## config.mk

```make
export PLATFORM = sky130hd
export DESIGN_NAME = char_addr_ctrl
export DESIGN_NICKNAME = d
export VERILOG_FILES = /design/src/rtl/char_addr_ctrl.sv
export SDC_FILE = /design/constraint.sdc
export NUM_CORES = 1
export LEC_CHECK = 0
export BUFFER_PORTS_ARGS = -buffer_cell sky130_fd_sc_hd__buf_2
export CORE_AREA = 2 2 105 107
export DETAILED_ROUTE_END_ITERATION = 10
export DIE_AREA = 0 0 107 109
export HOLD_SLACK_MARGIN = 0.02
export PLACE_DENSITY = 0.89
export SLEW_MARGIN = 20
export SYNTH_ARGS = -nofsm -noshare
export SYNTH_HDL_FRONTEND = slang
export SYNTH_SLANG_ARGS = --single-unit
export TNS_END_PERCENT = 1
```

## constraint.sdc

```tcl
create_clock -name clk -period 11.9 [get_ports clk]
set_clock_uncertainty 0.1 [all_clocks]
set_input_delay 1.19 -clock clk [delete_from_list [all_inputs] [get_ports clk]]
set_output_delay 1.19 -clock clk [all_outputs]
set_load 0.1 [all_outputs]
```

## src/rtl/char_addr_ctrl.sv

```systemverilog
module char_addr_ctrl #(
  parameter int VIS_COLS = 8
) (
  input  logic                        clk,
  input  logic                        rst_n,
  input  logic                        cmd_valid,
  input  logic [2:0]                  cmd_op,
  input  logic [6:0]                  cmd_arg,
  output logic                        wr_en,
  output logic [6:0]                  wr_addr,
  output logic [3:0]                  row_active,
  output logic [4*VIS_COLS*7-1:0]     rd_addr
);
  localparam logic [2:0] OP_WRITE = 3'd1, OP_SET = 3'd2, OP_HOME = 3'd3,
                         OP_SHL = 3'd4, OP_SHR = 3'd5, OP_MODE = 3'd6;

  logic       two_ln, four_ln;
  logic [1:0] cur_line;
  logic [6:0] cur_col, off, cap;
  logic [1:0] last_line;

  function automatic logic [6:0] base_of(input logic fl, input logic tl, input logic [1:0] ln);
    if (fl)      return {ln, 5'd0};
    else if (tl) return {ln[0], 6'd0};
    else         return 7'd0;
  endfunction

  assign cap        = four_ln ? 7'd20 : two_ln ? 7'd40 : 7'd80;
  assign last_line  = four_ln ? 2'd3 : two_ln ? 2'd1 : 2'd0;
  assign row_active = four_ln ? 4'b1111 : two_ln ? 4'b0011 : 4'b0001;
  assign wr_en      = cmd_valid && cmd_op == OP_WRITE;
  assign wr_addr    = base_of(four_ln, two_ln, cur_line) + cur_col;

  logic [1:0] set_line;
  logic [6:0] set_col;
  always_comb begin
    if (four_ln) begin
      set_line = cmd_arg[6:5];
      set_col  = {2'd0, cmd_arg[4:0]};
    end else if (two_ln) begin
      set_line = {1'b0, cmd_arg[6]};
      set_col  = {1'b0, cmd_arg[5:0]};
    end else begin
      set_line = 2'd0;
      set_col  = cmd_arg;
    end
  end

  always_ff @(posedge clk) begin
    if (!rst_n) begin
      two_ln   <= 1'b0;
      four_ln  <= 1'b0;
      cur_line <= 2'd0;
      cur_col  <= 7'd0;
      off      <= 7'd0;
    end else if (cmd_valid) begin
      case (cmd_op)
        OP_WRITE: begin
          if (cur_col == cap - 7'd1) begin
            cur_col  <= 7'd0;
            cur_line <= (cur_line == last_line) ? 2'd0 : cur_line + 2'd1;
          end else begin
            cur_col <= cur_col + 7'd1;
          end
        end
        OP_SET: if (set_col < cap) begin
          cur_line <= set_line;
          cur_col  <= set_col;
        end
        OP_HOME: begin
          cur_line <= 2'd0;
          cur_col  <= 7'd0;
          off      <= 7'd0;
        end
        OP_SHL: off <= (off == cap - 7'd1) ? 7'd0 : off + 7'd1;
        OP_SHR: off <= (off == 7'd0) ? cap - 7'd1 : off - 7'd1;
        OP_MODE: begin
          two_ln   <= cmd_arg[0];
          four_ln  <= cmd_arg[1];
          cur_line <= 2'd0;
          cur_col  <= 7'd0;
          off      <= 7'd0;
        end
        default: ;
      endcase
    end
  end

  for (genvar r = 0; r < 4; r++) begin : g_row
    for (genvar c = 0; c < VIS_COLS; c++) begin : g_col
      logic [6:0] sum, wrapped;
      assign sum     = 7'(c) + off;
      assign wrapped = (sum >= cap) ? sum - cap : sum;
      assign rd_addr[(r*VIS_COLS+c)*7 +: 7] =
        (2'(r) <= last_line) ? base_of(four_ln, two_ln, 2'(r)) + wrapped : 7'd0;
    end
  end

  initial if (VIS_COLS < 1 || VIS_COLS > 20) $error("VIS_COLS must be 1..20");
endmodule

```

==> run_results.csv <==
group,metric,value,unit
run_status,status,"finished clean",
critical_path,cpPeakStageDelay,0.80,ns
floorplan,die_w,107,µm
critical_path,reg2reg_slack,7.10,ns
clock_network,cts_made_buffers,3,
yosys,synth_xor_area_frac,0.09099,
clock_network,cts.sinks,18,
global_route,grt_max_degree,56,
yosys,synth_fa_ha_area_frac,0.1833,
clock_network,postCtsHoldBufs,0,
yosys,synth_top_area_frac,0.1546,
critical_path,reg2reg_to,"cur_col[6]$_SDFFE_PN0P_",
timing,final-hold-violation-count,0,
floorplan,coreArea,0.01060,mm²
final_layout,seq_area,361.6,µm²
detailed_routing,routedWlPerCell,14.79,µm
critical_path,reg2reg_depth,10,
yosys,synth_compound_area_frac,0.1905,
detailed_routing,drt-pass1-iter-count,5,
critical_path,crit_type,"register to output pin",
floorplan,rows,38,
run,cap_violations,0,
timing,fin_crit,6.910,ns
detailed_routing,vias,6022,
yosys,syn_avg_cell_area,7.176,µm²
min_path,hp-class,"register to register",
timing,max_slew_margin,0.3244,
floorplan,chipHeight,109,µm
global_route,grt_pass1_wl,25.10,mm
power,max-vdd-ir-drop,0.0001001,V
detailed_routing,viasPerCell,5.540,
min_path,min_path_cells,2,
clock_network,clock_latency,0.26,ns
yosys,synthArstFlopShare,0,
yosys,synth_area_leaders,"ha_1, and2_1, buf_4",
place,dpl.hpwl,12.47,mm
detailed_routing,antenna_left,0,
clock_network,htree_levels,1,
critical_path,worstPathMaxFanout,43,
power,power.clock.fraction,0.085,
clock_network,cts_tree,"built",
final_layout,multi_input_comb_area,0.004523,mm²
final_layout,fin_util,0.6181,
power,p_leak,3.857,nW
final_layout,layout-drive-gt1-share,0.2936,
critical_path,crit_arrival,5.62,ns
power,p_comb_frac,0.793,
critical_path,critPathCaptureType,"output pin",
detailed_routing,drcViolationCount,0,
yosys,synth_nets,868,
yosys,synthTopCellsByCount,"and2_1, nor2_1, ha_1",
final_layout,diodes,0,
yosys,synth_largest_area_cell,"ha_1",
detailed_routing,drt_iter0_drc,362,
floorplan,io-pin-count,249,
min_path,hold_end,"cur_line[0]$_SDFFE_PN0P_",
detailed_routing,drt-total-wl,16.08,mm
global_route,grt_pass1_vias,5287,
timing,fin_crit_sh,0.5807,
timing,worst_pin_slew,1.007,ns
min_path,min-delay-start,"cur_line[0]$_SDFFE_PN0P_",
power,seq_power_share,0.122,
timing,final-setup-viol-count,0,
power,internal_power,0.0001956,W
global_route,grt_use_total,0.2583,
yosys,muxShareOfSynthArea,0.06477,
critical_path,r2r_start,"four_ln$_SDFFE_PN0P_",
yosys,synth-seq-cells,18,
clock_network,ctsResizeCount,0,
yosys,netlist-cell-type-count,71,
yosys,ys_seq_area_frac,0.06455,
timing,fin_setup_tns,0,ns
clock_network,post_cts_buffers,0,
critical_path,critPathSlowestCell,"clkinv_1",
critical_path,crit_chain,"inv_2 -> nand2_1 -> clkinv_1 -> ha_1 -> and3_1 -> a31o_1 -> o21a_1 -> nor2_1 -> o2bb2ai_1 -> ha_1 -> nand2_1 -> or3_1 -> nand4_1 -> buf_2",
clock_network,clk_path_buf_depth,2,
yosys,yosys_warnings,0,
yosys,yosysMostFrequentCell,"and2_1",
power,netSwitchingPower,0.0004238,W
timing,rsz0062_at_grt,"no",
final_layout,nFillCells,960,
final_layout,finalNetCount,1038,
critical_path,required,10.61,ns
floorplan,initial_utilization,0.5266,
final_layout,area_growth,17.39,%
yosys,synth_ff_type,"dfxtp_1",
global_route,overflow,0,
place,place_congestion,0.9343,
floorplan,die_area,0.01166,mm²
timing,final_max_slew_viol_count,0,
critical_path,start_kind,"register",
timing,fmax,144.7,MHz
yosys,syn_inst,778,
global_route,antenna_found_initial,0,
clock_network,clock-root-buffer,"clkbuf_8",
power,swShare,0.6842,
clock_network,path_clk_slew,0.08,ns
yosys,synthSimpleGateAreaFrac,0.2799,
power,powerDensity,94.51,mW/mm²
yosys,synth_top_family_by_area,"simple AND/OR/NAND/NOR gates",
yosys,synthesis.area,0.005583,mm²
place,port-buffer-count,247,
yosys,synth_edf_count,0,
-- worst max-delay path by stage --
stage,start,end,slack [ns],depth (start not counted)
after detailed placement,four_ln$_SDFFE_PN0P_,rd_addr[111],5.70,14
final,four_ln$_SDFFE_PN0P_,rd_addr[111],4.99,14
after global placement,four_ln$_SDFFE_PN0P_,rd_addr[111],5.86,14
after floorplan,four_ln$_SDFFE_PN0P_,rd_addr[104],2.88,12
after global routing,four_ln$_SDFFE_PN0P_,rd_addr[111],4.62,14
after CTS,four_ln$_SDFFE_PN0P_,rd_addr[111],5.42,14
-- flip-flops by register name (all words and copies together), names as in the netlist --
name / cells
cur_col: 7
cur_line: 2
four_ln: 1
off: 7
two_ln: 1
-- power by group through the flow --
| stage | Combinational, W | Clock, W | Sequential [W] |
|---|---|---|---|
| 2_1_floorplan | 0.000432 | 0 | 0.0000693 |
| 3_3_place_gp | 0.000484 | 0 | 0.0000761 |
| 3_5_place_dp | 0.000489 | 0 | 0.0000764 |
| 4_1_cts | 0.000490 | 0.0000526 | 0.0000750 |
| 5_1_grt | 0.000520 | 0.0000550 | 0.0000762 |
| 6_report | 0.000491 | 0.0000524 | 0.0000755 |
-- kinds of logic (layout without fill, tap and decap cells) --
logic type               after synthesis  after routing
adder cells (fa/ha/maj)               77             77
flip-flops                            18             18
AO/OA/AOI/OAI                        165            165
other                                  1              1
buffers and inverters                130            299
AND/OR/NAND/NOR                      294            294
XOR/XNOR                              58             58
multiplexers                          35             35
-- layer usage --
metal | global-route usage | wire length [µm] | part of all wire
met3 | 0.01913 | 866 | 0.054
met2 | 0.4659 | 7959 | 0.49
met1 | 0.3307 | 6950 | 0.43
met4 | 0.07421 | 303 | 0.019
met5 | 0 | 0 | 0
-- critical path, delay by kind of cell (launching register included) --
| family | cells | cell delay, ns |
|---|---|---|
| AO/OA/AOI/OAI | 3 | 0.63 |
| AND/OR/NAND/NOR | 6 | 1.22 |
| adder cells (fa/ha/maj) | 2 | 0.97 |
| flip-flops | 1 | 0.79 |
| buffers and inverters | 3 | 1.71 |
-- cell usage in the layout, fill, tap and decap left out, types with 3 or more instances in the layout --
master	Yosys	final
xor2_1	24	24
mux2i_1	29	29
o211ai_1	6	6
nand4_1	11	11
ha_1	69	69
a211oi_1	8	8
a211o_1	3	3
a22oi_1	4	4
nand2b_1	7	7
a31oi_1	3	3
o21a_1	10	10
dfxtp_1	18	17
a21boi_0	5	5
a21oi_1	46	46
xnor2_1	34	34
inv_1	40	39
buf_2	7	247
clkbuf_8	0	4
a2bb2oi_1	3	3
nor2_1	79	79
a221oi_1	3	3
o21ai_0	42	42
nor2b_1	13	13
fa_1	8	8
and2_1	96	96
a21o_1	8	8
and3_1	4	4
buf_4	54	6
nand3_1	15	15
mux2_2	5	5
nand2_1	43	43
-- through the flow --
step / setup WS, ns / cells / hold slack [ns] / instance area [µm²] / power [W]
after global routing: 4.618 / 1087 / 0.4837 / 6554 / 0.0006513
final: 4.990 / 1087 / 0.4310 / 6554 / 0.0006194
after detailed placement: 5.697 / 1083 / 0.4173 / 6499 / 0.0005653
after CTS: 5.421 / 1087 / 0.4292 / 6554 / 0.0006174
after floorplan: 2.885 / 778 / 0.3781 / 5583 / 0.0005012
after global placement: 5.856 / 1083 / 0.4097 / 6499 / 0.0005599
-- layout make-up --
cell class,instances,area share
multi-input cells,630,0.6901
repair buffers,253,0.1955
flip-flops and latches,18,0.05517
well taps,140,0.02673
inverters,42,0.02405
clock buffers,4,0.008400
(Power assumes the default switching activity.)
